## config.mk

```make
export PLATFORM = sky130hd
export DESIGN_NAME = rxring_writer
export DESIGN_NICKNAME = d
export VERILOG_FILES = /design/src/rtl/rxring_pkg.sv /design/src/rtl/rxr_ring_math.sv /design/src/rtl/rxr_packer.sv /design/src/rtl/rxr_irq.sv /design/src/rtl/rxring_writer.sv
export SDC_FILE = /design/constraint.sdc
export NUM_CORES = 1
export LEC_CHECK = 0
export BUFFER_PORTS_ARGS = -buffer_cell sky130_fd_sc_hd__buf_4
export CAP_MARGIN = 20
export CORE_MARGIN = 1.5
export CORE_UTILIZATION = 45
export CTS_CLUSTER_SIZE = 24
export DETAILED_ROUTE_END_ITERATION = 10
export GPL_TIMING_DRIVEN = 0
export PLACE_DENSITY = 0.69
export SLEW_MARGIN = 20
export SYNTH_ARGS = -nofsm -noshare
export SYNTH_HDL_FRONTEND = slang
export SYNTH_SLANG_ARGS = --single-unit
```

## constraint.sdc

```tcl
create_clock -name clk -period 4.9 [get_ports clk]
set_clock_uncertainty 0.15 [all_clocks]
set_input_delay 0 -clock clk [delete_from_list [all_inputs] [get_ports clk]]
set_output_delay 0 -clock clk [all_outputs]
set_load 0.005 [all_outputs]
```

## src/rtl/rxring_pkg.sv

```systemverilog
package rxring_pkg;
  localparam int unsigned HDR_BYTES  = 4;
  localparam int unsigned HDR_LEN_W  = 16;
  localparam int unsigned STAT_W     = 16;
  localparam int unsigned IRQ_W      = 16;
  localparam int unsigned IRQ_STORED = 0;
  localparam int unsigned IRQ_DROPPED = 4;

  typedef enum logic [0:0] {
    ST_DATA = 1'b0,
    ST_HDR  = 1'b1
  } wr_state_e;
endpackage

```

## src/rtl/rxr_ring_math.sv

```systemverilog
module rxr_ring_math #(
  parameter int unsigned BASE_BYTES = 8192,
  parameter int unsigned SEL_MAX    = 2,
  parameter int unsigned ADDR_W     = 15,
  parameter int unsigned RD_BIAS    = 16
) (
  input  logic [1:0]        ring_sel,
  input  logic [ADDR_W-1:0] rdptr_raw,
  input  logic [ADDR_W-1:0] wr_offset,
  output logic [ADDR_W-1:0] mask,
  output logic [ADDR_W:0]   avail,
  output logic              empty
);
  logic [1:0]        sel_c;
  logic [ADDR_W:0]   size;
  logic [ADDR_W-1:0] rd_offset;
  logic [ADDR_W-1:0] gap;

  always_comb begin
    sel_c     = (ring_sel > 2'(SEL_MAX)) ? 2'(SEL_MAX) : ring_sel;
    size      = (ADDR_W+1)'(BASE_BYTES) << sel_c;
    mask      = ADDR_W'(size - 1'b1);
    rd_offset = (rdptr_raw + ADDR_W'(RD_BIAS)) & mask;
    gap       = (rd_offset - wr_offset) & mask;
    avail     = (gap == '0) ? size : {1'b0, gap};
    empty     = (rd_offset == wr_offset);
  end
endmodule

```

## src/rtl/rxr_packer.sv

```systemverilog
module rxr_packer
  import rxring_pkg::*;
#(
  parameter int unsigned ADDR_W = 15
) (
  input  logic              clk,
  input  logic              rst_n,
  input  logic              in_valid,
  input  logic [7:0]        in_data,
  input  logic              in_last,
  input  logic [STAT_W-1:0] in_status,
  input  logic [ADDR_W-1:0] mask,
  input  logic [ADDR_W:0]   avail,
  output logic              in_ready,
  output logic              mem_we,
  output logic [ADDR_W-1:0] mem_addr,
  output logic [31:0]       mem_wdata,
  output logic [ADDR_W-1:0] wr_offset,
  output logic              frame_ok,
  output logic              frame_drop
);
  localparam int unsigned REL_W = HDR_LEN_W + 2;

  wr_state_e          state;
  logic [31:0]        wbuf;
  logic [31:0]        wbuf_n;
  logic [1:0]         lane;
  logic [REL_W-1:0]   rel;
  logic [HDR_LEN_W-1:0] len;
  logic               drop;
  logic [STAT_W-1:0]  stat_q;
  logic               accept;
  logic               word_done;
  logic               room;
  logic               in_hdr;

  for (genvar l = 0; l < 4; l++) begin : g_lane
    assign wbuf_n[8*l +: 8] = (lane == 2'(l)) ? in_data : wbuf[8*l +: 8];
  end

  always_comb begin
    in_ready   = (state == ST_DATA);
    accept     = in_valid && in_ready;
    word_done  = accept && ((lane == 2'd3) || in_last);
    room       = (rel + REL_W'(HDR_BYTES)) < REL_W'(avail);
    in_hdr     = (state == ST_HDR);
    frame_ok   = in_hdr && !drop;
    frame_drop = in_hdr && drop;
  end

  always_ff @(posedge clk) begin
    if (!rst_n) begin
      state     <= ST_DATA;
      wbuf      <= '0;
      lane      <= '0;
      rel       <= REL_W'(HDR_BYTES);
      len       <= '0;
      drop      <= 1'b0;
      stat_q    <= '0;
      mem_we    <= 1'b0;
      mem_addr  <= '0;
      mem_wdata <= '0;
      wr_offset <= '0;
    end else begin
      mem_we <= 1'b0;
      if (accept) begin
        len <= len + 1'b1;
        if (word_done) begin
          if (room && !drop) begin
            mem_we    <= 1'b1;
            mem_addr  <= (wr_offset + rel[ADDR_W-1:0]) & mask;
            mem_wdata <= wbuf_n;
          end else begin
            drop <= 1'b1;
          end
          rel  <= rel + REL_W'(HDR_BYTES);
          wbuf <= '0;
          lane <= '0;
        end else begin
          wbuf <= wbuf_n;
          lane <= lane + 1'b1;
        end
        if (in_last) begin
          state  <= ST_HDR;
          stat_q <= in_status;
        end
      end else if (in_hdr) begin
        if (!drop) begin
          mem_we    <= 1'b1;
          mem_addr  <= wr_offset;
          mem_wdata <= {len, stat_q};
          wr_offset <= (wr_offset + rel[ADDR_W-1:0]) & mask;
        end
        state <= ST_DATA;
        rel   <= REL_W'(HDR_BYTES);
        len   <= '0;
        drop  <= 1'b0;
      end
    end
  end
endmodule

```

## src/rtl/rxr_irq.sv

```systemverilog
module rxr_irq
  import rxring_pkg::*;
#(
  parameter int unsigned MISS_W = 24
) (
  input  logic              clk,
  input  logic              rst_n,
  input  logic              frame_ok,
  input  logic              frame_drop,
  input  logic              irq_clr_we,
  input  logic [IRQ_W-1:0]  irq_clr,
  output logic [IRQ_W-1:0]  irq_status,
  output logic [MISS_W-1:0] missed_cnt
);
  localparam logic [IRQ_W-1:0] IMPL =
    (IRQ_W'(1) << IRQ_STORED) | (IRQ_W'(1) << IRQ_DROPPED);

  logic [IRQ_W-1:0] set_v;
  logic [IRQ_W-1:0] clr_v;

  always_comb begin
    set_v = (IRQ_W'(frame_ok) << IRQ_STORED) | (IRQ_W'(frame_drop) << IRQ_DROPPED);
    clr_v = irq_clr_we ? irq_clr : '0;
  end

  always_ff @(posedge clk) begin
    if (!rst_n) begin
      irq_status <= '0;
      missed_cnt <= '0;
    end else begin
      irq_status <= ((irq_status & ~clr_v) | set_v) & IMPL;
      if (frame_drop) missed_cnt <= missed_cnt + 1'b1;
    end
  end
endmodule

```

## src/rtl/rxring_writer.sv

```systemverilog
module rxring_writer
  import rxring_pkg::*;
#(
  parameter int unsigned BASE_BYTES = 8192,
  parameter int unsigned SEL_MAX    = 2,
  parameter int unsigned RD_BIAS    = 16,
  parameter int unsigned MISS_W     = 24,
  localparam int unsigned ADDR_W    = $clog2(BASE_BYTES) + SEL_MAX
) (
  input  logic              clk,
  input  logic              rst_n,
  input  logic [1:0]        ring_sel,
  input  logic              in_valid,
  output logic              in_ready,
  input  logic [7:0]        in_data,
  input  logic              in_last,
  input  logic [15:0]       in_status,
  output logic              mem_we,
  output logic [ADDR_W-1:0] mem_addr,
  output logic [31:0]       mem_wdata,
  input  logic              host_rdptr_we,
  input  logic [ADDR_W-1:0] host_rdptr,
  input  logic              irq_clr_we,
  input  logic [15:0]       irq_clr,
  output logic [15:0]       irq_status,
  output logic              buf_empty,
  output logic [ADDR_W-1:0] wr_offset,
  output logic [MISS_W-1:0] missed_cnt
);
  logic [ADDR_W-1:0] rdptr_q;
  logic [ADDR_W-1:0] mask;
  logic [ADDR_W:0]   avail;
  logic              frame_ok;
  logic              frame_drop;

  always_ff @(posedge clk) begin
    if (!rst_n)             rdptr_q <= {ADDR_W{1'b0}} - ADDR_W'(RD_BIAS);
    else if (host_rdptr_we) rdptr_q <= host_rdptr;
  end

  rxr_ring_math #(
    .BASE_BYTES(BASE_BYTES), .SEL_MAX(SEL_MAX), .ADDR_W(ADDR_W), .RD_BIAS(RD_BIAS)
  ) u_math (
    .ring_sel (ring_sel),
    .rdptr_raw(rdptr_q),
    .wr_offset(wr_offset),
    .mask     (mask),
    .avail    (avail),
    .empty    (buf_empty)
  );

  rxr_packer #(.ADDR_W(ADDR_W)) u_pack (
    .clk       (clk),
    .rst_n     (rst_n),
    .in_valid  (in_valid),
    .in_data   (in_data),
    .in_last   (in_last),
    .in_status (in_status),
    .mask      (mask),
    .avail     (avail),
    .in_ready  (in_ready),
    .mem_we    (mem_we),
    .mem_addr  (mem_addr),
    .mem_wdata (mem_wdata),
    .wr_offset (wr_offset),
    .frame_ok  (frame_ok),
    .frame_drop(frame_drop)
  );

  rxr_irq #(.MISS_W(MISS_W)) u_irq (
    .clk       (clk),
    .rst_n     (rst_n),
    .frame_ok  (frame_ok),
    .frame_drop(frame_drop),
    .irq_clr_we(irq_clr_we),
    .irq_clr   (irq_clr),
    .irq_status(irq_status),
    .missed_cnt(missed_cnt)
  );
endmodule

```

==> flow_summary.toml, run 1 <==
[clocking]
numCtsBuffers = 17
cts_buffer_depth = 2
htreeDepth = 4
root_buffer = "clkbuf_16"
clkLatencyLatePin_ns = 0.45
tritoncts = "done"
path_clk_slew_ns = 0.08
clock_sinks = 184

[drt]
antenna_left = 0
num_vias = 9633
drt-initial-drc-count = 666
wire_per_inst_um = 17.2
first_pass_iters = 5
via_per_inst = 5.52
drc = 0
wl_um = 30100

[yosys]
yosysWarnings = 0
avgSynthCellArea_um2 = 8.13
ys_seq_area_frac = 0.378
syn_inst = 1199
synth-async-reset-ratio = 0
ys_types = 66
synth-edff-count = 0
syn_area_um2 = 9740
synth_ff_type = "dfxtp_1"
ys_ff_latch = 184

[die]
die_area_um2 = 22500
rows = 53
fp.coreArea_um2 = 21200
io_pins = 168
die_h_um = 150
die_w_um = 150
initial_utilization = 0.461

[sta]
slew-limit-headroom = 0.397
fmax_mhz = 203
worst_slew_pin_slew_ns = 0.895
finalCritPeriodShare = 1.00
final.min_clock_period_ns = 4.91
rsz0062_at_grt = "yes"
slew_violations = 0
finalSetupViolations = 1
setup-tns-final_ns = -0.0142
hold_viol_final = 0
setup_slack_ns = -0.0142

[grt]
overflow = 0
grt_pass1_wl_um = 46100
grt_max_degree = 20
grt_pass1_vias = 9088
antenna_found_initial = 0
grt_usage = 0.262

[layout]
synthToLayoutAreaGrowth_pct = 32.7
finalNonFillerCells = 1746
diodes = 0
drive_above_1_share = 0.209
nNetsFinal = 1570
final_util = 0.611

[setup_path]
crit_required_ns = 5.14
cp.arrival_ns = 5.15
startpoint_type = "flip-flop"
r2r_end = "u_pack.mem_wdata[14]"
rrSetupSlack_ns = -0.01
critPathMaxFanout = 10
reg2regPathDepth = 19
r2r_start = "rdptr_q[6]"
cp-end-kind = "flip-flop"
worstSetupPathType = "flip-flop to flip-flop"

[worst_hold_path]
holdPathStages = 5
hp-start = "in_valid"
hold_path_class = "input port to flip-flop"
hold_end = "u_pack.rel[13]"

[status]
status = "complete, but fails checks"
failed_checks = "negative setup slack"

[placement]
numPortBuffers = 132
globalplace.congestion = 0.902
dp.cells = 1625
hpwl_um = 20800

[power_and_ir_drop]
vdd_drop_max_mv = 0.237
p_per_area_nw_per_um2 = 294
cellLeakagePower_nw = 5.36

[run]
maxCapViolations = 0
-- cells in the mapped netlist (3+ instances only) --
library cell / number / share of area
nor3_1: 14 / 0.0072
or3_1: 34 / 0.022
nand4_1: 19 / 0.012
nor2b_1: 10 / 0.0064
o211ai_1: 17 / 0.013
buf_1: 5 / 0.0019
xnor2_1: 38 / 0.034
xor2_1: 38 / 0.034
dfxtp_1: 184 / 0.38
a22oi_1: 25 / 0.019
a21oi_1: 106 / 0.054
or2_2: 5 / 0.0032
nand2b_1: 5 / 0.0032
o21bai_1: 3 / 0.0023
nand2_1: 164 / 0.063
mux2_2: 26 / 0.030
o21ai_0: 29 / 0.015
clkbuf_1: 56 / 0.022
nor2_1: 168 / 0.065
ha_1: 48 / 0.062
nand3_1: 29 / 0.015
a21o_1: 4 / 0.0031
nor4_1: 4 / 0.0026
buf_2: 3 / 0.0015
and2_1: 5 / 0.0032
mux2i_1: 24 / 0.025
a311oi_1: 6 / 0.0054
buf_4: 18 / 0.014
and4_1: 4 / 0.0036
a211oi_1: 11 / 0.0085
and3_1: 25 / 0.016
inv_1: 29 / 0.011
-- logic make-up (layout without fill, tap and decap cells) --
kind of cell,count (synthesis),count (layout),synth area share
compound gates,228,228,0.149
simple gates,497,497,0.233
buf+inv,113,366,0.0524
xor+xnor,76,76,0.0683
other cells,2,21,0.000771
flops,184,184,0.378
mux,50,50,0.0547
fa+ha+maj,49,49,0.0637
-- how the worst max path moves through the flow --
stage,start,to,slack (ns),cells after the start
4_1_cts,rdptr_q[4],u_pack.mem_wdata[16],-0.005,19
2_1_floorplan,rdptr_q[4],u_pack.mem_wdata[16],0.06,19
3_5_place_dp,rdptr_q[6],u_pack.mem_addr[10],-0.60,18
3_3_place_gp,rdptr_q[4],u_pack.mem_addr[10],-0.54,19
6_report,rdptr_q[6],u_pack.mem_wdata[14],-0.01,19
5_1_grt,rdptr_q[6],u_pack.mem_wdata[14],-0.16,19
-- layer usage --
layer  vias up  track usage  wire length [um]
met5         -            0                 0
met4         0       0.0926               850
met1      4576        0.321             12700
met3        68       0.0442              1760
met2       354        0.460             14800
li1       4635            -                 -
-- flip-flops by register name (all words and copies together) (netlist names), 13 cells and up --
| register | cells |
|---|---|
| u_pack.mem_wdata | 32 |
| u_irq.missed_cnt | 24 |
| rdptr_q | 15 |
| u_pack.rel | 16 |
| u_pack.wbuf | 32 |
| u_pack.mem_addr | 13 |
| u_pack.len | 16 |
| u_pack.wr_offset | 13 |
| u_pack.stat_q | 16 |
-- where the power goes --
| part | switching (W) | internal [W] |
|---|---|---|
| sequential | 0.0000384 | 0.00154 |
| clock | 0.000691 | 0.000732 |
| combinational | 0.000423 | 0.000374 |
| total | 0.00115 | 0.00265 |
-- worst max-delay path, stage by stage (launching register included) --
cell	delay [ns]
dfxtp_4	0.38
and3_4	0.20
nand3_4	0.12
xnor2_4	0.16
ha_4	0.27
a21oi_4	0.17
o21ai_4	0.10
buf_4	0.15
a221oi_4	0.33
xnor2_2	0.11
or4_1	0.52
o41a_1	0.36
ha_4	0.23
o21a_1	0.19
o21ai_2	0.19
o211ai_4	0.14
o31a_4	0.37
buf_6	0.15
or3_1	0.40
a21oi_2	0.16
-- layout by cell type (no fill, tap or decap), types with 6 or more instances in the layout --
cell           count
buf_6              6
ha_1              42
conb_1            21
nor2b_1           10
xnor2_1           34
and3_1            23
mux2i_1           24
a22oi_1           25
o211ai_1          17
xor2_1            38
a21oi_1           98
dlygate4sd3_1     61
a211oi_1           7
nor2_1           168
clkbuf_16         17
inv_1             29
nand2_1          164
buf_4            180
nand3_1           27
nor3_1            14
or3_1             30
clkbuf_1          49
nand4_1           19
o21ai_0           27
mux2_2            26
dfxtp_1          176
-- stage by stage --
stage                     instance area, um^2  setup slack (ns)  total power (W)  hold slack, ns
after floorplan                          9810            0.0600          0.00199         -0.0212
after global placement                  11100            -0.544          0.00218          0.0688
after detailed placement                11100            -0.602          0.00219          0.0704
after CTS                               12700          -0.00492          0.00372          0.0166
after global routing                    12900            -0.160          0.00393          0.0697
final                                   12900           -0.0142          0.00380          0.0233
-- layout make-up --
type / instances / area (um^2)
Timing Repair Buffer: 224 / 1850
Multi-Input combinational cell: 921 / 5920
Tap cell: 275 / 344
Sequential cell: 184 / 3700
Clock buffer: 17 / 425
Inverter: 29 / 109
Fill cell: 1842 / 8230
Clock inverter: 15 / 179
Buffer: 81 / 409
-- what timing repair did --
item,CTS,global route
gates resized for setup,52,26
pin swaps,15,32
hold buffers,61,0
buffers inserted,22,7
gates cloned,2,0
endpoints found under the hold margin,80,0
setup endpoints to repair,46,46
Note: power is estimated with default switching activity, not from simulation.
==> run 2: changes to the inputs <==
--- a/config.mk
+++ b/config.mk
@@ -12,6 +12,7 @@
 export CTS_CLUSTER_SIZE = 24
 export DETAILED_ROUTE_END_ITERATION = 10
 export GPL_TIMING_DRIVEN = 0
+export HOLD_SLACK_MARGIN = 0.08
 export PLACE_DENSITY = 0.69
 export SLEW_MARGIN = 20
 export SYNTH_ARGS = -nofsm -noshare
==> flow_summary.toml, run 2 (synthesized netlist as in run 1, its figures left out) <==
[clocking]
htreeDepth = 4
clkLatencyLatePin_ns = 0.45
tritoncts = "done"
numCtsBuffers = 17
cts_buffer_depth = 2
path_clk_slew_ns = 0.08
clock_sinks = 184
root_buffer = "clkbuf_16"

[setup_path]
crit_slowest_cell = "or4_1"
worstSetupPathType = "flip-flop to flip-flop"
path_cells = "and3_4 > nand3_4 > xnor2_4 > ha_4 > a21oi_4 > o21ai_4 > buf_4 > a221oi_4 > xnor2_2 > or4_1 > o41a_1 > ha_4 > o21a_1 > o21ai_2 > o211ai_4 > o31a_4 > buf_6 > or3_1 > a21oi_2"
slowest_delay_ns = 0.52
path_buf_inv = 2
critical_path_depth = 19
crit_path_frequent_cell = "ha_4"
cp.arrival_ns = 5.16
startpoint_type = "flip-flop"
critPathMaxFanout = 10
reg2regPathDepth = 19
cp-end-kind = "flip-flop"
rrSetupSlack_ns = -0.02
path_delay_family = "compound AO/OA/AOI/OAI gates"
crit_required_ns = 5.13

[die]
die_h_um = 150
io_pins = 168
initial_utilization = 0.461
rows = 53
fp.coreArea_um2 = 21200
die_w_um = 150
die_area_um2 = 22500

[sta]
setup-tns-final_ns = -0.0211
setup_slack_ns = -0.0211
worst_slew_pin_slew_ns = 0.934
hold_viol_final = 0
rsz0062_at_grt = "yes"
final.min_clock_period_ns = 4.92
finalSetupViolations = 1
slew-limit-headroom = 0.371
finalCritPeriodShare = 1.00
slew_violations = 0
fmax_mhz = 203
hold_slack_ns = 0.144

[drt]
drc = 0
first_pass_iters = 5
drt-initial-drc-count = 652
num_vias = 9617
via_per_inst = 5.49
wire_per_inst_um = 17.3
wl_um = 30400
antenna_left = 0

[placement]
globalplace.congestion = 0.902
pre_cts_slack_ns = -0.602
hpwl_um = 20800
numPortBuffers = 132

[layout]
final_common_cell = "buf_4"
nNetsFinal = 1576
reg_top3 = "u_pack.mem_wdata: 32 flops, u_pack.wbuf: 32 flops, u_irq.missed_cnt: 24 flops"
final_util = 0.614
synthToLayoutAreaGrowth_pct = 33.3
layout_common_cells = "180 x buf_4, 176 x dfxtp_1, 168 x nor2_1"
drive_above_1_share = 0.208
diodes = 0

[power_and_ir_drop]
switching_share = 0.304
p_per_area_nw_per_um2 = 293
vdd_drop_max_mv = 0.237
cellLeakagePower_nw = 5.37
clkPwrFrac = 0.374
pwr-share-seq = 0.415
p_sw_w = 0.00115
p_int_w = 0.00265
comb_power_share = 0.211

[grt]
overflow = 0
grt_pass1_vias = 9163
antenna_found_initial = 0
grt_pass1_wl_um = 46400
grt_max_degree = 20
grt_usage = 0.264

[run]
maxCapViolations = 0

[worst_hold_path]
hold_path_class = "input port to flip-flop"
holdPathStages = 4

[status]
failed_checks = "negative setup slack"
status = "complete, but fails checks"
run 2: cell count changes in the layout (fill, tap and decap cells not counted):
| cell | previous run | this run |
|---|---|---|
| dlygate4sd3_1 | 61 | 67 |
run 2: metal layers:
layer / routed length [um] / GRT usage / vias to the layer above
li1: - / - / 4653
met1: 12600 / 0.323 / 4528
met2: 14900 / 0.461 / 366
met3: 2000 / 0.0461 / 70
met4: 864 / 0.0985 / 0
met5: 0 / 0 / -
run 2: worst min-delay path, delay by kind of cell:
kind	cells	cell delay [ns]
xor+xnor	1	0.11
simple gates	2	0.43
buf+inv	1	0.16
run 2: power groups by stage:
stage,sequential [W],clock (W),combinational [W]
2_1_floorplan,0.00160,0,0.000391
3_3_place_gp,0.00161,0,0.000572
3_5_place_dp,0.00161,0,0.000581
4_1_cts,0.00157,0.00143,0.000719
5_1_grt,0.00158,0.00149,0.000869
6_report,0.00158,0.00142,0.000802
run 2: repair_timing:
item                       in CTS  in global routing
pin swaps                      15                 32
hold buffers                   67                  0
cloned                          2                  0
setup buffers                  22                  7
resized for setup              52                 26
setup endpoints to repair      46                 46
hold endpoints to repair       82                  0
run 2: worst paths after layout:
path                                             end                  from
worst min register to register  u_pack.mem_wdata[20]  u_pack.mem_wdata[20]
worst min-delay path                   u_pack.len[4]              in_valid
worst max register to register  u_pack.mem_wdata[14]            rdptr_q[6]
worst max-delay path            u_pack.mem_wdata[14]            rdptr_q[6]
run 2: cell type report:
type	instances	area, um^2
clock buffer	17	425
buffer	81	409
sequential	184	3700
fill	1827	8170
inverter	29	109
multi-input combinational	921	5920
timing repair buffer	230	1910
clock inverter	15	179
tap	275	344
run 2: through the flow:
step | std cells | cell area (um^2) | total power, W
2_1_floorplan | 1218 | 9810 | 0.00199
3_3_place_gp | 1625 | 11100 | 0.00218
3_5_place_dp | 1625 | 11100 | 0.00219
4_1_cts | 1746 | 12800 | 0.00372
5_1_grt | 1752 | 13000 | 0.00393
6_report | 1752 | 13000 | 0.00380
==> run 3: changes to the inputs <==
==> constraint.sdc (replaced) <==
create_clock -name clk -period 4.4 [get_ports clk]
set_clock_uncertainty 0.15 [all_clocks]
set_input_delay 0 -clock clk [delete_from_list [all_inputs] [get_ports clk]]
set_output_delay 0 -clock clk [all_outputs]
set_load 0.005 [all_outputs]
==> flow_summary.toml, run 3 (synthesized netlist as in run 1, its figures left out) <==
[power_and_ir_drop]
cellLeakagePower_nw = 5.42
p_per_area_nw_per_um2 = 322
vdd_drop_max_mv = 0.256

[die]
die_area_um2 = 22500
die_h_um = 150
fp.coreArea_um2 = 21200
io_pins = 168
rows = 53
initial_utilization = 0.461
die_w_um = 150

[layout]
synthToLayoutAreaGrowth_pct = 34.5
nNetsFinal = 1579
diodes = 0
drive_above_1_share = 0.220
layout_common_cells = "178 x buf_4, 176 x dfxtp_1, 167 x nor2_1"
reg_top3 = "u_pack.mem_wdata: 32 flops, u_pack.wbuf: 32 flops, u_irq.missed_cnt: 24 flops"
final_common_cell = "buf_4"

[setup_path]
cp.arrival_ns = 5.23
startpoint_type = "flip-flop"
cp-end-kind = "flip-flop"
critPathMaxFanout = 6
crit_required_ns = 4.62
worstSetupPathType = "flip-flop to flip-flop"

[placement]
globalplace.congestion = 0.879
hpwl_um = 21100
numPortBuffers = 132

[worst_hold_path]
hold_path_class = "input port to flip-flop"

[status]
status = "complete, but fails checks"
failed_checks = "negative setup slack"

[clocking]
clock_sinks = 184
root_buffer = "clkbuf_16"
clkLatencyLatePin_ns = 0.44
numCtsBuffers = 17
path_clk_slew_ns = 0.08
cts_buffer_depth = 2
tritoncts = "done"
htreeDepth = 4

[sta]
slew_violations = 0
finalCritPeriodShare = 1.14
final.min_clock_period_ns = 5.00
rsz0062_at_grt = "yes"
fmax_mhz = 200
setup_slack_ns = -0.603
hold_slack_ns = 0.178
finalSetupViolations = 47
hold_viol_final = 0
worst_slew_pin_slew_ns = 1.03
slew-limit-headroom = 0.311
setup-tns-final_ns = -24.17

[grt]
grt_max_degree = 19
antenna_found_initial = 0
overflow = 0
grt_usage = 0.266
grt_pass1_vias = 9173
grt_pass1_wl_um = 46900

[drt]
wire_per_inst_um = 16.8
wl_um = 29500
via_per_inst = 5.39
first_pass_iters = 5
num_vias = 9455
drt-initial-drc-count = 661
antenna_left = 0
drc = 0

[run]
maxCapViolations = 0
==> run 3: cell types whose count changed in the layout (fill, tap and decap cells not counted), moves of 2 or more <==
cell           delta
a311oi_1          -5
dlygate4sd3_1     -2
buf_12            +2
dfxtp_2           -2
buf_4             -2
clkinv_4          -3
buf_6             +4
a21oi_1           -2
dfxtp_4           +2
a21oi_2           +3
nand2_2           +2
nand2_1           -2
a311oi_2          +5
inv_6             +2
==> run 3: per-layer routing <==
metal | wire, um | vias up | GRT usage
met2 | 14400 | 292 | 0.452
met5 | 0 | - | 0
met3 | 1790 | 57 | 0.0458
li1 | - | 4653 | -
met4 | 722 | 0 | 0.0961
met1 | 12600 | 4453 | 0.337
==> run 3: path summary, 6_finish.rpt <==
| kind | startpoint | end | slack [ns] | cells after the start |
|---|---|---|---|---|
| max | rdptr_q[7] | u_pack.mem_wdata[6] | -0.60 | 18 |
| min | host_rdptr[12] | rdptr_q[12] | 0.18 | 4 |
| max reg2reg | rdptr_q[7] | u_pack.mem_wdata[6] | -0.60 | 18 |
| min reg2reg | u_pack.mem_wdata[2] | u_pack.mem_wdata[2] | 0.31 | 2 |
==> run 3: what timing repair did <==
action / 4_1_cts / 5_1_grt
setup buffers: 26 / 6
gates resized for setup: 45 / 36
hold buffers: 65 / 0
endpoints found under the setup margin: 47 / 47
cloned: 1 / 2
pin swaps: 24 / 34
endpoints found under the hold margin: 81 / 0
==> run 3: critical path, stage by stage (launching register included) <==
cell      delay [ns]
dfxtp_4         0.40
and3_4          0.20
and2_1          0.15
nand2_1         0.07
xnor2_1         0.19
ha_2            0.34
and3_4          0.18
a221oi_4        0.30
xnor2_2         0.14
or4_1           0.54
o41a_1          0.33
ha_1            0.32
o21a_1          0.20
o21ai_2         0.22
o211ai_4        0.15
o31a_4          0.37
buf_2           0.17
or3_4           0.39
a21oi_2         0.13
==> run 3: report_power, final <==
part	internal [W]	switching, W	total (W)
Clock	0.000824	0.000734	0.00156
Sequential	0.00171	0.0000414	0.00175
Combinational	0.000432	0.000472	0.000904
Total	0.00297	0.00125	0.00422
==> run 3: final cells by class <==
cell class | instances | area (um^2)
clock inverters | 14 | 154
repair buffers | 232 | 1940
fillers | 1862 | 8050
well taps | 275 | 344
plain buffers | 82 | 442
flip-flops and latches | 184 | 3710
inverters | 29 | 109
clock buffers | 18 | 439
multi-input cells | 921 | 5970
==> run 3: through the flow <==
step	total power (W)	cells	utilization	setup WS, ns	cell area, um^2
2_1_floorplan	0.00224	1218	-	-0.189	9900
3_3_place_gp	0.00246	1625	0.531	-1.04	11200
3_5_place_dp	0.00247	1625	0.531	-1.03	11200
4_1_cts	0.00418	1748	0.610	-0.545	12900
5_1_grt	0.00440	1755	0.619	-0.765	13100
6_report	0.00422	1755	0.619	-0.603	13100
